==> config.mk <==
export PLATFORM = sky130hd
export DESIGN_NAME = dbg_mem_port
export DESIGN_NICKNAME = d
export VERILOG_FILES = /design/src/rtl/dbg_mem_pkg.sv /design/src/rtl/dbg_mem_ctrl_regs.sv /design/src/rtl/dbg_mem_addr_gen.sv /design/src/rtl/dbg_mem_seq.sv /design/src/rtl/dbg_mem_port.sv
export SDC_FILE = /design/constraint.sdc
export NUM_CORES = 1
export LEC_CHECK = 0
export ABC_AREA = 1
export ABC_CLOCK_PERIOD_IN_PS = 2500
export BUFFER_PORTS_ARGS = -buffer_cell sky130_fd_sc_hd__buf_2
export CORE_MARGIN = 1
export CORE_UTILIZATION = 37
export CTS_CLUSTER_DIAMETER = 60
export DETAILED_ROUTE_END_ITERATION = 8
export PLACE_DENSITY_LB_ADDON = 0.08
export SETUP_SLACK_MARGIN = 0.5
export SLEW_MARGIN = 20
export SYNTH_ARGS = -nofsm -noshare
export SYNTH_HDL_FRONTEND = slang
export SYNTH_HIERARCHICAL = 1
export SYNTH_SLANG_ARGS = --single-unit
==> constraint.sdc <==
create_clock -name clk_i -period 2.5 [get_ports clk_i]
set_input_delay 0.125 -clock clk_i [delete_from_list [all_inputs] [get_ports clk_i]]
set_output_delay 0.125 -clock clk_i [all_outputs]
set_load 0.05 [all_outputs]
==> src/rtl/dbg_mem_pkg.sv <==
package dbg_mem_pkg;
  localparam logic [1:0] SEL_CTRL = 2'd0;
  localparam logic [1:0] SEL_ADDR = 2'd1;
  localparam logic [1:0] SEL_DATA = 2'd2;
  localparam int PRST_BIT = 29;

  typedef enum logic [1:0] {
    PST_IDLE = 2'b00,
    PST_PEND = 2'b01,
    PST_OK   = 2'b10,
    PST_ERR  = 2'b11
  } pstat_e;

  typedef enum logic [1:0] {ST_IDLE, ST_REQ, ST_WAIT} seq_state_e;

  typedef struct packed {
    logic [3:0] qual;
    logic [2:0] size;
    logic [2:0] page;
    logic [1:0] ign;
    logic       inc;
    logic       wr;
  } ctrl_fields_t;

  function automatic logic [1:0] size_clamp(input logic [2:0] s);
    return s[2] ? 2'd3 : s[1:0];
  endfunction
endpackage

==> src/rtl/dbg_mem_ctrl_regs.sv <==
module dbg_mem_ctrl_regs
  import dbg_mem_pkg::*;
(
  input  logic         clk_i,
  input  logic         rst_ni,
  input  logic         ctrl_we_i,
  input  logic         busy_i,
  input  logic         prst_wr_i,
  input  ctrl_fields_t fields_wr_i,
  output ctrl_fields_t fields_o,
  output logic         prst_o
);
  always_ff @(posedge clk_i or negedge rst_ni) begin
    if (!rst_ni) begin
      fields_o <= '0;
      prst_o   <= 1'b1;
    end else if (ctrl_we_i) begin
      if (!busy_i) begin
        fields_o <= fields_wr_i;
        prst_o   <= prst_wr_i;
      end else if (prst_wr_i) begin
        // busy: only the abort request survives
        prst_o <= 1'b1;
      end
    end
  end


  ctrl_drop_chk: assert property (@(posedge clk_i) disable iff (!rst_ni)
    busy_i |=> $stable(fields_o));
endmodule

==> src/rtl/dbg_mem_addr_gen.sv <==
module dbg_mem_addr_gen
  import dbg_mem_pkg::*;
#(
  parameter int ADDR_W = 32
) (
  input  logic              clk_i,
  input  logic              rst_ni,
  input  logic              load_i,
  input  logic [ADDR_W-1:0] load_val_i,
  input  logic              inc_i,
  input  logic [2:0]        size_i,
  output logic [ADDR_W-1:0] addr_o
);
  logic [ADDR_W-1:0] step;
  assign step = ADDR_W'(1) << size_clamp(size_i);

  always_ff @(posedge clk_i or negedge rst_ni) begin
    if (!rst_ni)     addr_o <= '0;
    else if (load_i) addr_o <= load_val_i;
    else if (inc_i)  addr_o <= addr_o + step;
  end


  addr_hold_chk: assert property (@(posedge clk_i) disable iff (!rst_ni)
    !load_i && !inc_i |=> $stable(addr_o));
endmodule

==> src/rtl/dbg_mem_seq.sv <==
module dbg_mem_seq
  import dbg_mem_pkg::*;
#(
  parameter int ADDR_W    = 32,
  parameter int DATA_W    = 64,
  parameter int NUM_PAGES = 8
) (
  input  logic              clk_i,
  input  logic              rst_ni,
  input  logic              port_rst_i,
  input  logic              wr_mode_i,
  input  logic              inc_en_i,
  input  logic [2:0]        size_i,
  input  logic [2:0]        page_i,
  input  logic [ADDR_W-1:0] addr_i,
  input  logic              ctrl_we_i,
  input  logic              addr_we_i,
  input  logic              data_we_i,
  input  logic              data_re_i,
  input  logic [DATA_W-1:0] wdata_i,
  output logic              busy_o,
  output logic              addr_inc_o,
  output logic              sel_ready_o,
  output logic [DATA_W-1:0] data_o,
  output logic [3:0]        err_code_o,
  output logic [3:0]        acc_code_o,
  output logic              overrun_o,
  output pstat_e            pstat_o,
  output logic              bus_req_o,
  output logic              bus_we_o,
  output logic [ADDR_W-1:0] bus_addr_o,
  output logic [1:0]        bus_size_o,
  output logic [2:0]        bus_page_o,
  output logic [DATA_W-1:0] bus_wdata_o,
  input  logic [NUM_PAGES-1:0] bus_ready_i,
  input  logic              bus_rsp_valid_i,
  input  logic [3:0]        bus_rsp_err_i,
  input  logic [3:0]        bus_rsp_code_i,
  input  logic [DATA_W-1:0] bus_rsp_rdata_i
);
  seq_state_e state_q, state_d;
  logic launch, chain_rd, rsp_take, rsp_err, frozen, any_we;

  always_comb begin
    sel_ready_o = 1'b0;
    for (int p = 0; p < NUM_PAGES; p++)
      if (page_i == 3'(p)) sel_ready_o = bus_ready_i[p];
  end

  assign busy_o   = (state_q != ST_IDLE);
  assign frozen   = (err_code_o != 4'd0);
  assign any_we   = ctrl_we_i | addr_we_i | data_we_i;
  assign chain_rd = data_re_i & !wr_mode_i & inc_en_i & !frozen;
  assign launch   = !busy_o & !port_rst_i &
                    ((data_we_i & wr_mode_i) | (addr_we_i & !wr_mode_i) | chain_rd);
  assign rsp_take = (state_q == ST_WAIT) & bus_rsp_valid_i & !port_rst_i;
  assign rsp_err  = (bus_rsp_err_i != 4'd0);

  assign addr_inc_o = (!busy_o & !port_rst_i & chain_rd) |
                      (rsp_take & wr_mode_i & inc_en_i & !rsp_err & !frozen);

  always_comb begin
    state_d = state_q;
    if (port_rst_i) state_d = ST_IDLE;
    else begin
      unique case (state_q)
        ST_IDLE: if (launch) state_d = ST_REQ;
        ST_REQ:  if (sel_ready_o) state_d = ST_WAIT;
        ST_WAIT: if (bus_rsp_valid_i) state_d = ST_IDLE;
        default: state_d = ST_IDLE;
      endcase
    end
  end

  always_ff @(posedge clk_i or negedge rst_ni) begin
    if (!rst_ni) begin
      state_q    <= ST_IDLE;
      data_o     <= '0;
      err_code_o <= '0;
      acc_code_o <= '0;
      overrun_o  <= 1'b0;
      pstat_o    <= PST_IDLE;
    end else begin
      state_q <= state_d;
      if (data_we_i && !busy_o)            data_o <= wdata_i;
      else if (rsp_take && !wr_mode_i)     data_o <= bus_rsp_rdata_i;
      if (port_rst_i) begin
        err_code_o <= '0;
        acc_code_o <= '0;
        overrun_o  <= 1'b0;
        pstat_o    <= PST_IDLE;
      end else begin
        if (any_we && busy_o) overrun_o <= 1'b1;
        if (launch) pstat_o <= PST_PEND;
        if (rsp_take) begin
          pstat_o <= rsp_err ? PST_ERR : PST_OK;
          if (rsp_err && !frozen) err_code_o <= bus_rsp_err_i;
          if (!wr_mode_i)         acc_code_o <= bus_rsp_code_i;
        end
      end
    end
  end

  assign bus_req_o   = (state_q == ST_REQ);
  assign bus_we_o    = wr_mode_i;
  assign bus_addr_o  = addr_i;
  assign bus_size_o  = size_clamp(size_i);
  assign bus_page_o  = page_i;
  assign bus_wdata_o = data_o;


  req_hold_chk: assert property (@(posedge clk_i) disable iff (!rst_ni)
    bus_req_o && !sel_ready_o && !port_rst_i |=> bus_req_o && $stable(bus_addr_o));

  overrun_sticky_chk: assert property (@(posedge clk_i) disable iff (!rst_ni)
    overrun_o && !port_rst_i |=> overrun_o);

  err_hold_chk: assert property (@(posedge clk_i) disable iff (!rst_ni)
    (err_code_o != 4'd0) && !port_rst_i |=> $stable(err_code_o));

  no_req_in_rst_chk: assert property (@(posedge clk_i) disable iff (!rst_ni)
    port_rst_i |=> !bus_req_o);

  pend_status_chk: assert property (@(posedge clk_i) disable iff (!rst_ni)
    bus_req_o |-> pstat_o == PST_PEND);
endmodule

==> src/rtl/dbg_mem_port.sv <==
module dbg_mem_port
  import dbg_mem_pkg::*;
#(
  parameter int ADDR_W    = 32,
  parameter int DATA_W    = 64,
  parameter int NUM_PAGES = 8
) (
  input  logic                 clk_i,
  input  logic                 rst_ni,
  input  logic                 reg_we_i,
  input  logic                 reg_re_i,
  input  logic [1:0]           reg_sel_i,
  input  logic [DATA_W-1:0]    reg_wdata_i,
  output logic [DATA_W-1:0]    reg_rdata_o,
  output logic                 bus_req_o,
  output logic                 bus_we_o,
  output logic [ADDR_W-1:0]    bus_addr_o,
  output logic [1:0]           bus_size_o,
  output logic [2:0]           bus_page_o,
  output logic [DATA_W-1:0]    bus_wdata_o,
  input  logic [NUM_PAGES-1:0] bus_ready_i,
  input  logic                 bus_rsp_valid_i,
  input  logic [3:0]           bus_rsp_err_i,
  input  logic [3:0]           bus_rsp_code_i,
  input  logic [DATA_W-1:0]    bus_rsp_rdata_i
);
  localparam int CTRL_W = 32;

  ctrl_fields_t fields, fields_wr;
  logic ctrl_we, addr_we, data_we, data_re, prst_q, port_rst, busy, addr_inc, sel_ready;
  logic overrun;
  logic [3:0] err_code, acc_code;
  pstat_e pstat;
  logic [ADDR_W-1:0] addr;
  logic [DATA_W-1:0] data;
  logic [CTRL_W-1:0] ctrl_word;

  assign ctrl_we  = reg_we_i && (reg_sel_i == SEL_CTRL);
  assign addr_we  = reg_we_i && (reg_sel_i == SEL_ADDR);
  assign data_we  = reg_we_i && (reg_sel_i == SEL_DATA);
  assign data_re  = reg_re_i && (reg_sel_i == SEL_DATA);
  assign port_rst = prst_q | (ctrl_we & reg_wdata_i[PRST_BIT]);

  assign fields_wr = '{qual: reg_wdata_i[15:12], size: reg_wdata_i[10:8],
                       page: reg_wdata_i[6:4],   ign:  reg_wdata_i[3:2],
                       inc:  reg_wdata_i[1],     wr:   reg_wdata_i[0]};

  dbg_mem_ctrl_regs i_ctrl (
    .clk_i, .rst_ni,
    .ctrl_we_i   (ctrl_we),
    .busy_i      (busy),
    .prst_wr_i   (reg_wdata_i[PRST_BIT]),
    .fields_wr_i (fields_wr),
    .fields_o    (fields),
    .prst_o      (prst_q)
  );

  dbg_mem_addr_gen #(.ADDR_W(ADDR_W)) i_addr (
    .clk_i, .rst_ni,
    .load_i     (addr_we && !busy),
    .load_val_i (reg_wdata_i[ADDR_W-1:0]),
    .inc_i      (addr_inc),
    .size_i     (fields.size),
    .addr_o     (addr)
  );

  dbg_mem_seq #(.ADDR_W(ADDR_W), .DATA_W(DATA_W), .NUM_PAGES(NUM_PAGES)) i_seq (
    .clk_i, .rst_ni,
    .port_rst_i (port_rst),
    .wr_mode_i  (fields.wr),
    .inc_en_i   (fields.inc),
    .size_i     (fields.size),
    .page_i     (fields.page),
    .addr_i     (addr),
    .ctrl_we_i  (ctrl_we),
    .addr_we_i  (addr_we),
    .data_we_i  (data_we),
    .data_re_i  (data_re),
    .wdata_i    (reg_wdata_i),
    .busy_o     (busy),
    .addr_inc_o (addr_inc),
    .sel_ready_o(sel_ready),
    .data_o     (data),
    .err_code_o (err_code),
    .acc_code_o (acc_code),
    .overrun_o  (overrun),
    .pstat_o    (pstat),
    .bus_req_o, .bus_we_o, .bus_addr_o, .bus_size_o, .bus_page_o, .bus_wdata_o,
    .bus_ready_i, .bus_rsp_valid_i, .bus_rsp_err_i, .bus_rsp_code_i, .bus_rsp_rdata_i
  );

  assign ctrl_word = {2'b00, prst_q, 1'b0, acc_code, err_code, sel_ready, overrun,
                      pstat, fields.qual, 1'b0, fields.size, 1'b0, fields.page,
                      fields.ign, fields.inc, fields.wr};

  always_comb begin
    unique case (reg_sel_i)
      SEL_CTRL: reg_rdata_o = DATA_W'(ctrl_word);
      SEL_ADDR: reg_rdata_o = DATA_W'(addr);
      SEL_DATA: reg_rdata_o = data;
      default:  reg_rdata_o = '0;
    endcase
  end
endmodule

After elaboration in Yosys (flattened, before gate mapping):

Index checks and enable logic that the tools add are counted.

* flip-flop bits (word level): 124
* latch bits: 0
* bits in writable memories: 0
* memory bits (read-only): 0
* bits of input ports: 151
* output and inout port bits: 167
* logic and storage cells: 117
* memories: 0

* $add $sub $neg: 1
* multipliers: 0
* div/mod/pow operators: 0
* order comparisons: 0
* eq/ne operators: 16
* shift-type cells: 1
* multiplexer cells: 32
* bitwise gates (word level): 22
* reductions and logical operators: 31

Operators by type and width (number)
* $pmux 64 s3: 1
* $mux 64: 2
* $mux 32: 2
* $add 32x32->32: 1
* $shl 1x2->32 const A: 1
* $mux 4: 6
* $and 1x1->1: 15
* $mux 2: 7
* $mux 1: 13
* $eq 3x3->1 const B: 4
* $reduce_bool 2->1: 6
* $logic_and 1x1->1: 9
* $reduce_and 2->1: 4
* $reduce_bool 4->1: 2
* $eq 3x2->1 const B: 2
* $ne 3x1->1 const B: 2
* $or 1x1->1: 6
* $pmux 2 s3: 1
* $logic_not 1->1: 5
* $eq 2x1->1 const B: 2
* $eq 2x2->1 const B: 2
* $logic_not 2->1: 2
* $eq 3x1->1 const B: 1
* $logic_not 3->1: 1
* other kinds (6): 6

Depth between registers and ports, before layout:

Gate-level depths: netlist of run 1.

* depth after elaboration: 13
* gate-level depth with buffers: 17

Modules after synthesis:

The synthesis of run 1 kept the hierarchy.

By module, submodules not included
* dbg_mem_seq: times used 1, cells each 499, area an instance 4604.4 um^2
* dbg_mem_addr_gen: times used 1, cells each 359, area an instance 2418.6 um^2
* dbg_mem_port: times used 1, cells each 221, area an instance 962.2 um^2
* dbg_mem_ctrl_regs: times used 1, cells each 66, area an instance 630.6 um^2

Worst setup path before layout of run 1:

OpenSTA, ideal clock, no wires.

* kind: in2reg
* start point: input port reg_sel_i[0]
* end point: register i_addr.addr_o[20]
* arrival: 2.050 ns
* required time: 2.433 ns
* path slack: 0.384 ns
* stages: 15
* buffers on the path: 4
* cells stage by stage: buf_2 -> nor2_2 -> buf_4 -> nand3_1 -> nand2_1 -> buf_6 -> clkinv_2 -> nand4_4 -> nor2_1 -> nand3_1 -> o21ai_0 -> nor2_1 -> clkbuf_1 -> a22oi_1 -> nand2_1

* cells in the longest elaborated chain, start to end: 12
* elaborated cells on any way between the ends: 23

Ends and longest elaborated chain
* start: declaration: RTL line dbg_mem_port.sv:12 `input logic [1:0] reg_sel_i,`
* $logic_not 2->1 (*): RTL line dbg_mem_port.sv:38 `assign ctrl_we = reg_we_i && (reg_sel_i == SEL_CTRL);`
* $logic_and 1x1->1 (*): RTL line dbg_mem_port.sv:38
* $and 1x1->1 (*): RTL line dbg_mem_port.sv:42 `assign port_rst = prst_q | (ctrl_we & reg_wdata_i[PRST_BIT]);`
* $or 1x1->1 (*): RTL line dbg_mem_port.sv:42
* net port_rst: RTL line dbg_mem_port.sv:30 `logic ctrl_we, addr_we, data_we, data_re, prst_q, port_rst, busy, addr_inc, sel_ready;`
* $logic_not 1->1 (*): RTL line dbg_mem_seq.sv:56, dbg_mem_seq.sv:59
* $and 1x1->1: RTL line dbg_mem_seq.sv:56 `assign rsp_take = (state_q == ST_WAIT) & bus_rsp_valid_i & !port_rst_i;`
* $and 1x1->1 (4 in a row): RTL line dbg_mem_seq.sv:60 `(rsp_take & wr_mode_i & inc_en_i & !rsp_err & !frozen);`
* $or 1x1->1 (*): RTL line dbg_mem_seq.sv:59 `assign addr_inc_o = (!busy_o & !port_rst_i & chain_rd) |`
* net addr_inc: RTL line dbg_mem_port.sv:30
* $reduce_bool 2->1 (no source line) (*)
* end signal: assignment: RTL line dbg_mem_addr_gen.sv:19 `else if (load_i) addr_o <= load_val_i;`
* end signal: assignment: RTL line dbg_mem_addr_gen.sv:20 `else if (inc_i) addr_o <= addr_o + step;`
* end: declaration: RTL line dbg_mem_addr_gen.sv:12 `output logic [ADDR_W-1:0] addr_o`

Mark *: on every way through the listed nets, which the timed path passes. The rest lies on a longest branch.
A chain may end at the register's enable or synchronous reset.

Worst setup path in the final report of run 1:

* start point: register i_ctrl/fields_o[8] (netlist name)
* end point: register i_addr.addr_o[26]

* cells in the longest elaborated chain, start to end: 5

Ends and longest elaborated chain
* start: declaration: RTL line dbg_mem_ctrl_regs.sv:10 `output ctrl_fields_t fields_o,`
* start signal: assignment: RTL line dbg_mem_ctrl_regs.sv:19 `fields_o <= fields_wr_i;`
* $mux 2: RTL line dbg_mem_pkg.sv:26 `return s[2] ? 2'd3 : s[1:0];`
* $shl 1x2->32: RTL line dbg_mem_addr_gen.sv:15 `assign step = ADDR_W'(1) << size_clamp(size_i);`
* $add 32x32->32: RTL line dbg_mem_addr_gen.sv:20
* $mux 32: RTL line dbg_mem_addr_gen.sv:20
* $mux 32: RTL line dbg_mem_addr_gen.sv:19

No other way between the ends. The select of a mux whose other input is x is not followed.

==> summary.md, run 1 <==
| Metric | Value |
|---|---|
| Slew headroom | 0.578 |
| HPWL Detailed | 22.7 mm |
| CP delay by family, top | simple AND/OR/NAND/NOR gates |
| Area of the core | 0.0227 sq mm |
| Clock power frac | 0.175 |
| Net Sw Frac | 0.555 |
| IO Port Bufs | 317 |
| CP Data Arrival Time | around 2.3 ns |
| Fin Clk Skew | 0.00850 ns |
| Highest clock rate | around 0.51 GHz |
| Pwr/cell area | 1350 mW/mm^2 |
| DR DRC count | 0 |
| Final GP Congestion | approximately 0.93 |
| P_sw | ~8.7 mW |
| # nets final | 1619 |
| Min-delay worst type | in -> reg |
| Synthesized area | 0.00862 sq mm |
| I/O Pins | 318 |
| Critical path startpoint category | flip-flop |
| Fin util | 0.513 |
| Crit path time final | 1.95 ns |
| FP Rows | 55 |
| H-tree lvl count | 4 |
| Post-synth EDFFs | 0 |
| #FFs+latches synth | 124 |
| Filler instances | 2245 |
| Outcome | complete, no violations |
| Layout cells sized above 1 | 0.324 |
| Cell Area, Placed | about 0.0096 sq mm |
| Endpoints failing hold | 0 |
| Total GRT Usage | 0.261 |
| Maximum VDD drop | approximately 0.00063 V |
| Largest net degree at the start of global routing | 87 |
| Die area | between 0.02 and 0.025 sq mm |
| Fin. max-slew vios | 0 |
| Starting density of the core | 0.379 |
| Yosys warns | 6 |
| Via count | 8748 |
| Synthesized instance count | 1145 |
| Final Cycle Share | 0.781 |
| Worst stage delay on the critical path | around 0.39 ns |
| Final wirelength | 31.7 mm |
| WL/cell | 18.0 um |
| Root Buffer | clkbuf_16 |
| Finished Cell Area | 0.0116 sq mm |
| Fin cells | 1762 |
| Die Y | 155 um |
| CTS Sinks | around 120 |
| Clk_lat worst skew | 0.42 ns |
| Final setup fails | 0 |
| RSZ-0062 raised after global routing | yes |
| DR vias/cell | between 4 and 5 |
| Ys flop type | dfrtp_1 |
| WP data required | 2.80 ns |
| Place WS | 0.281 ns |
| Mapped Nets | approximately 1300 |
| Synth unique cells | 38 |
| Leakage | 6.26 nW |
| Final setup TNS | 0 ns |
| First-pass GRT wire length | 47.5 mm |
| Die width | approximately 150 um |
| Crit-path max FO | 6 |
| Slew @ Worst Pin | 0.629 ns |
| Post-route setup slack | roughly 0.55 ns |
| Crit-path cells | inv_2, nand2_2, nor2_1, ha_2, fa_2, nand2_2, nand3_4, nand3_4, nor2_4, nand2_1, nand2_1, nand2_1, nand2_1, nand2_1 |
| Syn-to-layout area delta | 35.1% |
| Initial DRC Count | slightly below 500 |
| Initial antenna violation count | 1 |
| Register clock-pin slew on the reported worst setup and hold paths | 0.06 ns |
| Worst setup EP type | flip-flop |
| Number of routed nets with antenna violations | 0 |
| Cell Count Post-Placement | 1618 |
| CP max-delay cell | dfrtp_1 |
| Total congestion overflow | 0 |
| Comb power frac | 0.559 |
| Vias in the first global route | 8281 |
| Seq pwr share | 0.266 |
| Longest Clk Path Bufs | 2 |
| First drt pass iteration count | 5 |
| Avg Cell Area, Syn | 7.52 sq um |
| Setup CP Type | reg -> reg |
| Critical Path Most Common Cell | nand2_1 |
| Worst path buffer plus inverter count | 1 |
| TritonCTS Buffers | 17 |
| Sequential share of the synthesized area | 0.360 |
| Internal | 6.99 mW |
| Max cap viols | 0 |
| CTS tree | built |
| Synth async-reset ratio | 1.00 |
worst paths after layout:
kind	slack [ns]	start	endpoint	depth (start not counted)
min in group asynchronous	0.23	rst_ni	i_ctrl/fields_o[7]$_DFFE_PN0P_	2
max in group asynchronous	1.59	rst_ni	i_seq/bus_wdata_o[37]$_DFFE_PN0P_	3
worst max register to register	0.55	i_ctrl/fields_o[8]$_DFFE_PN0P_	i_addr/addr_o[26]$_DFFE_PN0P_	14
worst min-delay path	0.003	bus_rsp_rdata_i[37]	i_seq/bus_wdata_o[37]$_DFFE_PN0P_	3
worst min register to register	0.47	i_ctrl/prst_o$_DFFE_PN1P_	i_ctrl/prst_o$_DFFE_PN1P_	2
worst max-delay path	0.55	i_ctrl/fields_o[8]$_DFFE_PN0P_	i_addr/addr_o[26]$_DFFE_PN0P_	14
what timing repair did:
action	4_1_cts	5_1_grt
pin swaps	1	17
endpoints found under the hold margin	122	0
gates cloned	0	3
hold buffers	89	0
endpoints found under the setup margin	30	38
buffers inserted	5	14
gates resized for setup	10	63
worst register-to-register path, cell delays in order (launching register included):
cell	delay, ns
dfrtp_1	0.39
inv_2	0.08
nand2_2	0.06
nor2_1	0.10
ha_2	0.21
fa_2	0.22
nand2_2	0.06
nand3_4	0.10
nand3_4	0.13
nor2_4	0.21
nand2_1	0.07
nand2_1	0.06
nand2_1	0.06
nand2_1	0.06
nand2_1	0.04
flip-flops by register name, summed over array words and instances, names as in the netlist:
name	cells
i_addr/addr_o	32
i_ctrl/fields_o	14
i_ctrl/prst_o	1
i_seq/acc_code_o	4
i_seq/bus_wdata_o	64
i_seq/err_code_o	4
i_seq/overrun_o	1
i_seq/pstat_o	2
i_seq/state_q	2
layer usage:
| metal | wire length (um) | global-route usage |
|---|---|---|
| met4 | 746 | 0.0816 |
| met5 | 0 | 0 |
| met1 | 13700 | 0.334 |
| met3 | 2020 | 0.0636 |
| met2 | 15200 | 0.431 |
power groups by stage:
stage / combinational [mW] / clock (mW) / sequential [mW]
floorplan: 5.59 / 0 / 5.58
global placement: 8.16 / 0 / 4.19
detailed placement: 8.19 / 0 / 4.21
CTS: 8.43 / 2.79 / 4.16
global route: 9.36 / 2.89 / 4.33
finish: 8.77 / 2.74 / 4.18
Yosys cell counts (6+ instances only):
| library cell | n | share of area |
|---|---|---|
| a21oi_1 | 72 | 0.042 |
| a22oi_1 | 23 | 0.020 |
| buf_2 | 22 | 0.013 |
| buf_4 | 103 | 0.090 |
| buf_6 | 14 | 0.018 |
| buf_8 | 7 | 0.012 |
| clkbuf_1 | 6 | 0.0026 |
| dfrtp_1 | 123 | 0.36 |
| inv_1 | 92 | 0.040 |
| mux2i_1 | 64 | 0.074 |
| nand2_1 | 218 | 0.095 |
| nand2_2 | 9 | 0.0065 |
| nand3_1 | 152 | 0.088 |
| nand4_1 | 7 | 0.0051 |
| nor2_1 | 153 | 0.067 |
| nor2_2 | 10 | 0.0073 |
| o21ai_0 | 17 | 0.0099 |
cell usage in the layout, fill, tap and decap left out, types with 4 or more instances in the layout:
| master | instances |
|---|---|
| a22oi_1 | 23 |
| o21ai_1 | 6 |
| nand3_2 | 7 |
| inv_6 | 7 |
| buf_2 | 315 |
| xnor2_1 | 5 |
| nor2_2 | 11 |
| o21ai_0 | 13 |
| nand4_1 | 7 |
| inv_1 | 85 |
| nand3b_1 | 5 |
| buf_4 | 36 |
| nand2_2 | 17 |
| dlygate4sd3_1 | 89 |
| dfrtp_1 | 120 |
| nand2_1 | 205 |
| nor2_1 | 148 |
| nand3_1 | 141 |
| nor2_4 | 8 |
| inv_2 | 9 |
| nand2_4 | 7 |
| buf_6 | 4 |
| a21oi_1 | 71 |
| clkbuf_16 | 19 |
| nand3_4 | 5 |
| bufinv_16 | 4 |
| mux2i_1 | 64 |
cells by family after synthesis:
| family | share of synthesized area |
|---|---|
| mux | 0.0744 |
| fa+ha+maj | 0.00813 |
| compound gates | 0.0805 |
| buf+inv | 0.178 |
| xor+xnor | 0.00813 |
| simple gates | 0.291 |
| flops | 0.360 |
per-stage QoR:
step / total power, mW / hold slack [ns]
final: 15.7 / 0.00309
after global routing: 16.6 / 0.00199
after CTS: 15.4 / 0.000195
after detailed placement: 12.4 / 0.130
after global placement: 12.4 / 0.133
after floorplan: 11.2 / -0.171
cell type report:
cell class                 count  area [sq um]  share of cell area
sequential                   124          3110               0.267
clock buffer                  18           439              0.0377
timing repair buffer         451          2940               0.252
inverter                      96           365              0.0314
tap                          285           357              0.0306
clock inverter                14           205              0.0176
antenna                        1          2.50            0.000215
multi-input combinational    773          4230               0.363
(Power assumes the default switching activity.)
==> run 2: changes to the inputs <==
--- a/config.mk
+++ b/config.mk
@@ -6,7 +6,7 @@
 export NUM_CORES = 1
 export LEC_CHECK = 0
 export ABC_AREA = 1
-export ABC_CLOCK_PERIOD_IN_PS = 2500
+export ABC_CLOCK_PERIOD_IN_PS = 1600
 export BUFFER_PORTS_ARGS = -buffer_cell sky130_fd_sc_hd__buf_2
 export CORE_MARGIN = 1
 export CORE_UTILIZATION = 37
==> constraint.sdc (replaced) <==
create_clock -name clk_i -period 1.6 [get_ports clk_i]
set_input_delay 0.08 -clock clk_i [delete_from_list [all_inputs] [get_ports clk_i]]
set_output_delay 0.08 -clock clk_i [all_outputs]
set_load 0.05 [all_outputs]
==> run 2 against run 1 <==
  * The flow now finishes with violations (setup timing)
  * Flip-flop and latch count is the same
  * Count of clock-buffer cells in the layout unchanged
  * Combinational power rose by 150%
  * Largest cell class is now buffers
==> summary.md, run 2 (synthesis results as in run 1) <==
| Metric | Value |
|---|---|
| CP max-delay cell | dfstp_2 |
| Syn-to-layout area delta | 95.7% |
| Register clock-pin slew on the reported worst setup and hold paths | about 0.06 ns |
| Worst stage delay on the critical path | 0.37 ns |
| WP data required | around 1.9 ns |
| Worst setup EP type | flip-flop |
| Slew headroom | 0.667 |
| CP delay by family, top | buffers and inverters |
| Filler instances | 1589 |
| Slew @ Worst Pin | 0.499 ns |
| Post-route setup slack | -0.319 ns |
| CP Data Arrival Time | 2.25 ns |
| CTS Sinks | 124 |
| Most common cell after layout, fill and taps aside | buf_2 |
| Outcome | finished, violations left |
| DR DRC count | 0 |
| Longest Clk Path Bufs | 2 |
| Most frequent cells in the layout | buf_2, nand2_1, dlygate4sd3_1, buf_4, buf_6 |
| HPWL Detailed | ~24 mm |
| TritonCTS Buffers | 17 |
| Min-delay src | reg_wdata_i[11] |
| Critical R2R Launch | i_ctrl/prst_o$_DFFE_PN1P_ |
| Final GP Congestion | 0.868 |
| Fin. max-slew vios | 0 |
| IO Port Bufs | about 320 |
| Final setup fails | 97 |
| Starting density of the core | 0.379 |
| Min-delay worst type | in -> reg |
| Via count | 10300 |
| Setup CP Type | reg -> reg |
| Die Y | 155 um |
| Number of routed nets with antenna violations | 0 |
| Worst path buffer plus inverter count | 8 |
| Crit-path cells | inv_2, nand2_4, clkinv_8, nand4_4, buf_6, buf_6, buf_6, o21ai_4, buf_12, buf_6, buf_8, nor2_2, a21oi_1 |
| First-pass GRT wire length | 54.9 mm |
| Failing checks | setup timing |
| Largest register FFs | between 60 and 70 |
| # nets final | 1863 |
| Area of the core | 0.0227 sq mm |
| Place WS | -0.321 ns |
| Critical Path Most Common Cell | buf_6 |
| Initial antenna violation count | 1 |
| Initial DRC Count | 596 |
| Largest net degree at the start of global routing | 48 |
| Endpoints failing hold | 0 |
| Die area | 0.0239 sq mm |
| Die width | 155 um |
| Layout cells sized above 1 | 0.622 |
| Root Buffer | clkbuf_16 |
| Final Cycle Share | 1.20 |
| Critical path startpoint category | flip-flop |
| Clk_lat worst skew | 0.42 ns |
| Leakage | 8.16 nW |
| Crit path time final | 1.92 ns |
| Max cap viols | 0 |
| Maximum VDD drop | 0.00141 V |
| RSZ-0062 raised after global routing | yes |
| FP Rows | 55 |
| CTS tree | built |
| Fin util | 0.742 |
| Total GRT Usage | 0.302 |
| Crit-path max FO | 6 |
| Vias in the first global route | ~10000 |
| Fin Clk Skew | 0.00873 ns |
| WL/cell | 19.4 um |
| DR vias/cell | 5.13 |
| Final wirelength | about 39 mm |
| H-tree lvl count | 4 |
| First drt pass iteration count | 5 |
| Highest clock rate | 0.521 GHz |
| Pwr/cell area | ~1900 mW/mm^2 |
| Critical Path Start | i_ctrl/prst_o$_DFFE_PN1P_ |
| I/O Pins | 318 |
| Total congestion overflow | 0 |
run 2: worst paths after layout:
check | endpoint | slack [ns] | cells past startpoint
max in group asynchronous | i_seq/bus_wdata_o[49]$_DFFE_PN0P_ | 0.75 | 3
max | i_seq/bus_wdata_o[0]$_DFFE_PN0P_ | -0.32 | 13
min in group asynchronous | i_seq/err_code_o[1]$_DFFE_PN0P_ | 0.18 | 2
min reg2reg | i_ctrl/fields_o[11]$_DFFE_PN0P_ | 0.48 | 2
max reg2reg | i_seq/bus_wdata_o[0]$_DFFE_PN0P_ | -0.32 | 13
min | i_addr/addr_o[11]$_DFFE_PN0P_ | 0.005 | 3
run 2: cell type report:
| type | instances | area, sq um | share of cell area |
|---|---|---|---|
| Inverter | 96 | 403 | 0.0239 |
| Sequential cell | 124 | 3200 | 0.190 |
| Timing Repair Buffer | 693 | 6460 | 0.383 |
| Clock inverter | 14 | 170 | 0.0101 |
| Clock buffer | 18 | 439 | 0.0261 |
| Multi-Input combinational cell | 774 | 5820 | 0.345 |
| Antenna cell | 1 | 2.50 | 0.000148 |
| Tap cell | 285 | 357 | 0.0212 |
| Timing Repair inverter | 1 | 8.76 | 0.000520 |
run 2: routing by layer:
layer,GRT usage,wire length [um],vias to the layer above
met2,0.528,19600,460
met5,0,0,-
li1,-,-,4777
met4,0.121,1410,0
met1,0.365,15500,4978
met3,0.0555,2460,83
run 2: power by group:
part	switching, mW	internal, mW	leakage (nW)
combinational	13.2	8.71	6.48
sequential	1.78	4.81	1.40
clock	1.58	2.49	0.288
run 2: tightest hold or removal path, cell delays in order:
cell     delay (ns)
buf_2          0.14
a22oi_1        0.10
o21ai_1        0.07
run 2: repair_timing:
item                                    in CTS  in global routing
pin swaps                                  104                 77
endpoints found under the setup margin     291                291
gates cloned                                10                  9
resized for setup                          413                317
endpoints found under the hold margin      195                  0
setup buffers                               59                 40
hold buffers                               130                  0
run 2: through the flow:
stage                     TNS (ns)  std cells  power, mW  area [sq um]  hold WS (ns)
after detailed placement    -14.95       1725       21.5         11300        0.0623
final                       -23.40       2006       32.6         16900       0.00506
after floorplan              -4.29       1145       18.3          9340        -0.216
after global placement      -12.29       1725       21.4         11300        0.0602
after CTS                   -19.98       1956       29.2         15200       0.00121
after global routing        -32.05       2006       34.0         16900        0.0324
==> run 3: changes to the inputs <==
--- a/config.mk
+++ b/config.mk
@@ -8,6 +8,7 @@
 export ABC_AREA = 1
 export ABC_CLOCK_PERIOD_IN_PS = 1600
 export BUFFER_PORTS_ARGS = -buffer_cell sky130_fd_sc_hd__buf_2
+export CORE_ASPECT_RATIO = 1.1
 export CORE_MARGIN = 1
 export CORE_UTILIZATION = 37
 export CTS_CLUSTER_DIAMETER = 60
==> run 3 against run 2 <==
  * The flow still finishes with violations (setup timing)
  * Critical path depth shrank 1
  * Via count shrank 0.75%
  * Sequential share of layout area shrank 0.13 points
  * Flip-flop and latch count is the same
  * Critical path type unchanged
==> summary.md, run 3 (synthesis results as in run 1) <==
| Metric | Value |
|---|---|
| Slew headroom | 0.637 |
| Die Y | 162 um |
| Hold EP | i_seq/bus_wdata_o[45]$_DFFE_PN0P_ |
| Cell count of the worst hold path | 3 |
| Routed wl met3 | 2.46 mm |
| Cell Area, Placed | 0.0111 sq mm |
| Vias in the first global route | 9999 |
| Fin util | 0.743 |
| WP data required | about 1.9 ns |
| Post-route setup slack | -0.370 ns |
| Multi-input logic area | about 0.0059 sq mm |
| Total congestion overflow | 0 |
| Endpoints failing hold | 0 |
| Outcome | finished, violations left |
| Initial DRC Count | about 520 |
| FF-to-FF setup slack | -0.37 ns |
| Die width | 147 um |
| Final setup TNS | -18.57 ns |
| TritonCTS Buffers | 17 |
| Crit path time final | 1.97 ns |
| Critical R2R Launch | i_ctrl/fields_o[9]$_DFFE_PN0P_ |
| Fin. max-slew vios | 0 |
| WHS | 0.0387 ns |
| Met2 wire len | just over 20 mm |
| Leakage | roughly 8.1 nW |
| Failing checks | setup timing |
| H-tree lvl count | 4 |
| Top sig layer | met4 |
| Max cap viols | 0 |
| CTS tree | built |
| Min-delay worst type | in -> reg |
| # nets final | 1842 |
| First drt pass iteration count | 5 |
| Final Total Pwr | 33.1 mW |
| DR DRC count | 0 |
| Pwr/cell area | 1950 mW/mm^2 |
| CTS Sinks | 124 |
| Most common cell after layout, fill and taps aside | buf_2 |
| Register clock-pin slew on the reported worst setup and hold paths | ~0.060 ns |
| Critical R2R Capture | i_addr/addr_o[8]$_DFFE_PN0P_ |
| Root Buffer | clkbuf_16 |
| Filler instances | 1578 |
| Via count | 10200 |
| Die area | 0.0239 sq mm |
| I/O Pins | 318 |
| Syn-to-layout area delta | 97.2% |
| DR vias/cell | approximately 5 |
| Final setup fails | 100 |
| RSZ-0062 raised after global routing | yes |
| Longest Clk Path Bufs | 2 |
| Worst setup EP type | flip-flop |
| Maximum VDD drop | 0.00154 V |
| CP Data Arrival Time | approximately 2.3 ns |
| Slew @ Worst Pin | 0.543 ns |
| Most frequent cells in the layout | buf_2, nand2_1, dlygate4sd3_1, buf_4, nor2_4 |
| Fin Clk Skew | 0.00854 ns |
| Min-delay src | bus_rsp_rdata_i[45] |
| Number of routed nets with antenna violations | 0 |
| Starting density of the core | 0.377 |
| WL/cell | 19.7 um |
| Largest net degree at the start of global routing | 39 |
| HPWL Detailed | 23.2 mm |
| Reg area | 0.00320 sq mm |
| FP Rows | 58 |
| Setup CP Type | reg -> reg |
| Layout cells sized above 1 | 0.620 |
| Clk_lat worst skew | 0.43 ns |
| Worst r2r path cells | 12 |
| Total GRT Usage | 0.304 |
| Area of the core | 0.0229 sq mm |
| Initial antenna violation count | 1 |
| Critical path startpoint category | flip-flop |
| M1 WL | 14.9 mm |
| IO Port Bufs | 317 |
| Final Cycle Share | 1.23 |
| Largest register FFs | 64 |
| Critical Path Start | i_ctrl/fields_o[9]$_DFFE_PN0P_ |
| Final GP Congestion | between 0.8 and 0.9 |
| Crit-path max FO | 6 |
| Highest clock rate | 0.508 GHz |
| Final wirelength | 39.3 mm |
| First-pass GRT wire length | between 50 and 60 mm |
| Finished Cell Area | 0.0170 sq mm |
==> run 3: cell count changes in the layout (fill, tap and decap cells not counted), moves of 6 or more <==
cell / before / now
buf_8: 51 / 72
nand2_4: 19 / 13
buf_6: 118 / 93
inv_1: 41 / 47
buf_16: 11 / 18
nor2_1: 63 / 45
nor2_4: 77 / 105
nor2_2: 27 / 17
buf_4: 126 / 111
buf_2: 221 / 214
==> run 3: layer usage <==
layer / vias up / global-route usage
met5: - / 0
met4: 0 / 0.137
met3: 99 / 0.0537
met2: 458 / 0.545
met1: 4932 / 0.351
li1: 4732 / -
==> run 3: area by class of cell <==
cell class,instances,share of cell area
repair buffers,673,0.383
multi-input cells,774,0.347
flip-flops and latches,124,0.188
clock buffers,19,0.0261
inverters,96,0.0234
well taps,300,0.0221
clock inverters,13,0.00965
diodes,1,0.000147
==> run 3: worst max-delay path: stages, from the launching register on <==
cell	delay (ns)
dfrtp_1	0.42
inv_2	0.08
nand2_4	0.06
nor2_2	0.03
ha_2	0.18
fa_2	0.37
nand2_2	0.09
nand3_4	0.09
nand3_4	0.12
buf_4	0.13
buf_6	0.08
xor2_1	0.13
o21ai_1	0.07
==> run 3: worst max path at each step <==
stage | slack [ns] | to
2_1_floorplan | -0.22 | i_addr/addr_o[12]$_DFFE_PN0P_
3_3_place_gp | -0.32 | i_addr/addr_o[25]$_DFFE_PN0P_
3_5_place_dp | -0.32 | i_addr/addr_o[2]$_DFFE_PN0P_
4_1_cts | -0.30 | i_addr/addr_o[12]$_DFFE_PN0P_
5_1_grt | -0.46 | i_addr/addr_o[26]$_DFFE_PN0P_
6_report | -0.37 | i_addr/addr_o[8]$_DFFE_PN0P_
==> run 3: what timing repair did <==
item                                    in CTS  in global routing
hold buffers                               132                  2
cloned                                      19                  2
setup buffers                               57                 40
pin swaps                                   53                 78
endpoints found under the setup margin     291                291
hold endpoints to repair                   235                  2
resized for setup                          445                369
==> run 3: metrics by stage <==
step | std cells | setup WS [ns]
floorplan | 1145 | -0.217
global placement | 1715 | -0.320
detailed placement | 1715 | -0.318
CTS | 1955 | -0.295
global route | 2000 | -0.459
finish | 2000 | -0.370
==> run 3: where the power goes <==
group	internal (mW)	leakage, nW	switching, mW
registers	4.82	1.39	1.88
clock network	2.50	0.282	1.55
logic	8.99	6.42	13.4
